**config.mk**
```make
export PLATFORM = sky130hd
export DESIGN_NAME = freq_disc
export DESIGN_NICKNAME = d
export VERILOG_FILES = /design/src/rtl/fd_pkg.sv /design/src/rtl/fd_scaler.sv /design/src/rtl/fd_lag_line.sv /design/src/rtl/fd_decimator.sv /design/src/rtl/freq_disc.sv
export SDC_FILE = /design/constraint.sdc
export NUM_CORES = 1
export LEC_CHECK = 0
export ABC_AREA = 1
export CAP_MARGIN = 0
export CORE_AREA = 2 2 112 114
export CTS_CLUSTER_SIZE = 16
export DETAILED_ROUTE_END_ITERATION = 10
export DIE_AREA = 0 0 114 116
export DONT_BUFFER_PORTS = 1
export HOLD_SLACK_MARGIN = 0.05
export PLACE_DENSITY = 0.69
export REMOVE_ABC_BUFFERS = 1
export SETUP_SLACK_MARGIN = 0.3
export SLEW_MARGIN = 30
export SYNTH_ARGS = -nofsm -noshare
export SYNTH_HDL_FRONTEND = slang
export SYNTH_HIERARCHICAL = 1
export SYNTH_SLANG_ARGS = --single-unit
export TNS_END_PERCENT = 5
```
**constraint.sdc**
```tcl
create_clock -name clk -period 4.69 [get_ports clk]
set_clock_uncertainty 0.2 [all_clocks]
set_input_delay 0.938 -clock clk [delete_from_list [all_inputs] [get_ports clk]]
set_output_delay 0.938 -clock clk [all_outputs]
set_load 0.01 [all_outputs]
```
**src/rtl/fd_pkg.sv**
```systemverilog
package fd_pkg;
  localparam int MULT_W = 2;
  localparam int LAG_W  = 3;
  localparam int DEC_W  = 3;
  localparam int DEPTH  = 1 << LAG_W;
  localparam int FILL_W = LAG_W + 1;

  typedef struct packed {
    logic [MULT_W-1:0] mult;
    logic [LAG_W-1:0]  lag;
    logic [DEC_W-1:0]  dec;
  } fd_cfg_t;
endpackage

```
**src/rtl/fd_scaler.sv**
```systemverilog
module fd_scaler #(
  parameter int W = 12,
  parameter int SW = 2
) (
  input  logic [SW-1:0] shift,
  input  logic [W-1:0]  din,
  output logic [W-1:0]  dout
);
  always_comb begin
    dout = din << shift;
  end
endmodule

```
**src/rtl/fd_lag_line.sv**
```systemverilog
module fd_lag_line #(
  parameter int W = 12,
  parameter int LAG_W = 3,
  localparam int DEPTH = 1 << LAG_W,
  localparam int FILL_W = LAG_W + 1
) (
  input  logic              clk,
  input  logic              rst,
  input  logic              clr,
  input  logic              push,
  input  logic [W-1:0]      din,
  input  logic [LAG_W-1:0]  sel,
  output logic [W-1:0]      tap,
  output logic              primed,
  output logic [FILL_W-1:0] fill
);
  logic [W-1:0] stage [DEPTH];

  always_ff @(posedge clk) begin
    if (push) stage[0] <= din;
  end

  for (genvar i = 1; i < DEPTH; i++) begin : g_stage
    always_ff @(posedge clk) begin
      if (push) stage[i] <= stage[i-1];
    end
  end

  always_ff @(posedge clk) begin
    if (rst || clr) fill <= '0;
    else if (push && fill != FILL_W'(DEPTH)) fill <= fill + 1'b1;
  end

  assign tap    = stage[sel];
  assign primed = fill > {1'b0, sel};
endmodule

```
**src/rtl/fd_decimator.sv**
```systemverilog
module fd_decimator #(
  parameter int DEC_W = 3
) (
  input  logic             clk,
  input  logic             rst,
  input  logic             clr,
  input  logic             step,
  input  logic [DEC_W-1:0] code,
  output logic             fire,
  output logic [DEC_W-1:0] cnt
);
  logic [DEC_W-1:0] last;

  always_comb begin
    last = code - 1'b1;
  end

  assign fire = step && (cnt == last);

  always_ff @(posedge clk) begin
    if (rst || clr)  cnt <= '0;
    else if (fire)   cnt <= '0;
    else if (step)   cnt <= cnt + 1'b1;
  end
endmodule

```
**src/rtl/freq_disc.sv**
```systemverilog
module freq_disc
  import fd_pkg::*;
#(
  parameter int PH_W = 12
) (
  input  logic              clk,
  input  logic              rst,
  input  logic              en,
  input  logic [MULT_W-1:0] mult_code,
  input  logic [LAG_W-1:0]  lag_code,
  input  logic [DEC_W-1:0]  dec_code,
  input  logic [PH_W-1:0]   ph_in,
  input  logic              ph_vld,
  output logic [PH_W-1:0]   fq_out,
  output logic              fq_vld
);
  fd_cfg_t cfg_q;
  logic [PH_W-1:0] scaled, tap, diff;
  logic accept, primed, dvld, fire;
  logic [FILL_W-1:0] fill;
  logic [DEC_W-1:0] dcnt;

  always_ff @(posedge clk) begin
    if (rst)     cfg_q <= '0;
    else if (!en) cfg_q <= '{mult: mult_code, lag: lag_code, dec: dec_code};
  end

  assign accept = en && ph_vld;

  fd_scaler #(.W(PH_W), .SW(MULT_W)) u_scale (
    .shift(cfg_q.mult), .din(ph_in), .dout(scaled)
  );

  fd_lag_line #(.W(PH_W), .LAG_W(LAG_W)) u_line (
    .clk(clk), .rst(rst), .clr(!en), .push(accept), .din(scaled),
    .sel(cfg_q.lag), .tap(tap), .primed(primed), .fill(fill)
  );

  assign diff = scaled - tap;
  assign dvld = accept && primed;

  fd_decimator #(.DEC_W(DEC_W)) u_dec (
    .clk(clk), .rst(rst), .clr(!en), .step(dvld), .code(cfg_q.dec),
    .fire(fire), .cnt(dcnt)
  );

  always_ff @(posedge clk) begin
    if (rst) begin
      fq_vld <= 1'b0;
      fq_out <= '0;
    end else begin
      fq_vld <= fire;
      if (fire) fq_out <= diff;
    end
  end
endmodule

```
==> impl_metrics.env <==
export IMPL_outcome="completed"
export IMPL_p_int_uw=2300
export IMPL_cpMostUsedCell="inv_1"
export IMPL_drt_total_wl_um=13100
export IMPL_htreeDepth=4
export IMPL_ios=37
export IMPL_layout_drive_gt1_share_pct=6.23
export IMPL_wl_per_cell_um=13.6
export IMPL_ys_ff_latch=124
export IMPL_syn_inst=809
export IMPL_drt_vias_per_instance=5.06
export IMPL_wl_met2_um=6570
export IMPL_combPwrFrac_pct=12.1
export IMPL_grt_max_degree=59
export IMPL_grt_ovfl_total=0
export IMPL_power_density_nw_per_um2=427
export IMPL_cpPeakStageDelay_ns=0.60
export IMPL_routed_top_layer="met4"
export IMPL_post_route_cell_area_um2=7150
export IMPL_drv_slew=0
export IMPL_clk_latency_ns=0.41
export IMPL_die_area_um2=13200
export IMPL_grt_setup_unrepaired="false"
export IMPL_grt_use_total_pct=21.0
export IMPL_vdd_ir_drop_max_uv=225
export IMPL_tns_ns=0
export IMPL_yosysWarningCount=6
export IMPL_initial_utilization_pct=54.5
export IMPL_final_instance_count_excl_fill=965
export IMPL_place_gp_congestion=0.798
export IMPL_swShare_pct=24.8
export IMPL_grt_pass1_vias=4617
export IMPL_cp_max_fo=22
export IMPL_hold_buffers=0
export IMPL_synthFlopType="edfxtp_1"
export IMPL_clockPowerShare_pct=46.6
export IMPL_path_delay_family="buffers and inverters"
export IMPL_cp_arrival_ns=3.72
export IMPL_cts_setup_buffers=0
export IMPL_met3WireLength_um=668
export IMPL_dp_cells=933
export IMPL_clkTransAtPathRegs_ns=0.06
export IMPL_slowest_stage="dfxtp_1"
export IMPL_postCtsResizedCells=0
export IMPL_grt_pass1_wl_um=21700
export IMPL_worstMarginPinSlew_ns=0.732
export IMPL_synth_area_um2=6500
export IMPL_synth_edf_count=96
export IMPL_finalSetupViolCount=0
export IMPL_nets=848
export IMPL_yosysSeqAreaShare_pct=53.0
export IMPL_crit_path_start_kind="register"
export IMPL_placed_area_um2=6500
export IMPL_met1Wirelength_um=5780
export IMPL_p_leak_uw=0.00332
export IMPL_path_class="register to register"
export IMPL_placementRows=40
export IMPL_drc=0
export IMPL_worst_path_buf_inv=6
export IMPL_endpoint_kind="register"
export IMPL_critPathRequiredTime_ns=4.79
export IMPL_cts_buffers=17
export IMPL_slew_headroom_pct=51.2
export IMPL_antenna_diode_count=0
export IMPL_drv_cap=0
export IMPL_root_buffer="clkbuf_16"
export IMPL_drt_first_pass_iters=6
export IMPL_path_cells="inv_1 -> ha_1 -> inv_1 -> nor2_1 -> o21ai_0 -> a21boi_0 -> inv_1 -> nor2_1 -> nand3_1 -> nor2_1 -> nand2_1 -> inv_1 -> inv_1 -> o21ai_0 -> inv_1"
export IMPL_antenna_found_initial=0
export IMPL_hp_class="register to register"
export IMPL_core_um2=11900
export IMPL_post_route_period_util_pct=77.1
export IMPL_cts_sinks=124
export IMPL_finalHoldViolCount=0
export IMPL_avgSynthCellArea_um2=8.03
export IMPL_io_buffers=0
export IMPL_clk_path_buf_depth=2
export IMPL_power_switching_uw=757
export IMPL_ys_types=31
export IMPL_die_w_um=114
export IMPL_dp_hpwl_um=8660
export IMPL_post_route_min_period_ns=3.62
export IMPL_postRouteAntennaNets=0
export IMPL_cts_tree="built"
export IMPL_pwr_share_seq_pct=41.2
export IMPL_synth_async_sr_flop_share_pct=0
export IMPL_drt_initial_drc_count=427
export IMPL_vias=4883
export IMPL_die_h_um=116
export IMPL_fmax_ghz=0.277
export IMPL_syn_to_final_growth_pct=10.1
## metrics by stage
| stage | worst slack, ns | total power, µW | util [%] | hold slack, ns |
|---|---|---|---|---|
| final | 1.07 | 3050 | 60.1 | 0.246 |
| after floorplan | 0.609 | 1560 | - | 0.226 |
| after detailed placement | 1.24 | 1640 | 54.6 | 0.233 |
| after global routing | 0.595 | 3180 | 60.1 | 0.250 |
| after global placement | 1.33 | 1630 | 54.6 | 0.229 |
| after CTS | 1.15 | 3070 | 60.0 | 0.247 |
## flip-flops by register name, summed over array words and instances (netlist names)
name          flops
fq_vld            1
u_dec/cnt         3
u_line/fill       4
cfg_q             8
u_line/stage     96
fq_out           12
## cells in the mapped netlist, types with 4 or more instances
cell | n | area, µm²
nand2_2 | 5 | 31.3
buf_6 | 11 | 124
inv_2 | 4 | 15.0
a21oi_1 | 13 | 65.1
edfxtp_1 | 96 | 2880
dfxtp_1 | 28 | 561
nor2_1 | 143 | 537
inv_1 | 125 | 469
buf_4 | 6 | 45.0
ha_1 | 18 | 225
nand3_1 | 41 | 205
nand2_1 | 272 | 1020
o21ai_0 | 6 | 30.0
nand4_1 | 5 | 31.3
buf_2 | 8 | 40.0
## cell families (layout without fill, tap and decap cells)
logic type / count (synthesis) / after routing / share of synthesized area, %
and+or+nand+nor: 476 / 476 / 29.2
buffers and inverters: 157 / 166 / 10.8
DFF: 124 / 124 / 53.0
AOI/OAI and AO/OA: 27 / 27 / 2.33
adders and majority gates: 19 / 19 / 3.78
xor gates and xnor gates: 6 / 6 / 0.809
## layer usage
layer | track usage (%) | up-vias
li1 | - | 2489
met1 | 26.2 | 2244
met2 | 36.2 | 142
met3 | 5.28 | 8
met4 | 6.26 | 0
met5 | 0 | -
## placed cells by master (no fill, tap or decap), types with 2 or more instances in the layout
master / synthesis / routed
dfxtp_1: 28 / 27
a211oi_1: 2 / 2
inv_1: 125 / 124
inv_6: 0 / 2
o21ai_1: 2 / 2
buf_4: 6 / 2
nand2_2: 5 / 5
edfxtp_1: 96 / 96
xor2_1: 3 / 3
nand2_1: 272 / 272
inv_2: 4 / 4
nand4_1: 5 / 5
clkinv_4: 0 / 2
nand3_2: 2 / 2
clkinv_1: 2 / 4
a21boi_0: 2 / 2
clkbuf_16: 0 / 17
o21ai_0: 6 / 6
nor2_1: 143 / 143
nor3_1: 2 / 2
nor2_2: 3 / 3
a21oi_1: 13 / 13
nand3_1: 41 / 41
bufinv_16: 0 / 5
ha_1: 18 / 18
xnor2_1: 3 / 3
clkinvlp_4: 0 / 3
## power groups by stage
stage                     clock network (µW)  registers [µW]  logic [µW]
after floorplan                            0            1280         280
after global placement                     0            1280         355
after detailed placement                   0            1280         361
after CTS                               1440            1260         368
after global routing                    1490            1260         425
final                                   1420            1260         370
## area by class of cell
class	instances	area (µm²)
clock inverters	15	220
flip-flops and latches	124	3450
clock buffers	17	425
repair buffers	3	35.0
fillers	1047	4760
inverters	131	494
well taps	147	184
multi-input cells	528	2350
## worst paths after layout
check                           slack, ns               start  depth (start not counted)                  to
worst min-delay path                 0.25  u_line/stage[4][0]                          0  u_line/stage[5][0]
worst min register to register       0.25  u_line/stage[4][0]                          0  u_line/stage[5][0]
worst max-delay path                 1.07            cfg_q[5]                         15           fq_out[4]
worst max register to register       1.07            cfg_q[5]                         15           fq_out[4]
Note: power is estimated with default switching activity, not from simulation.
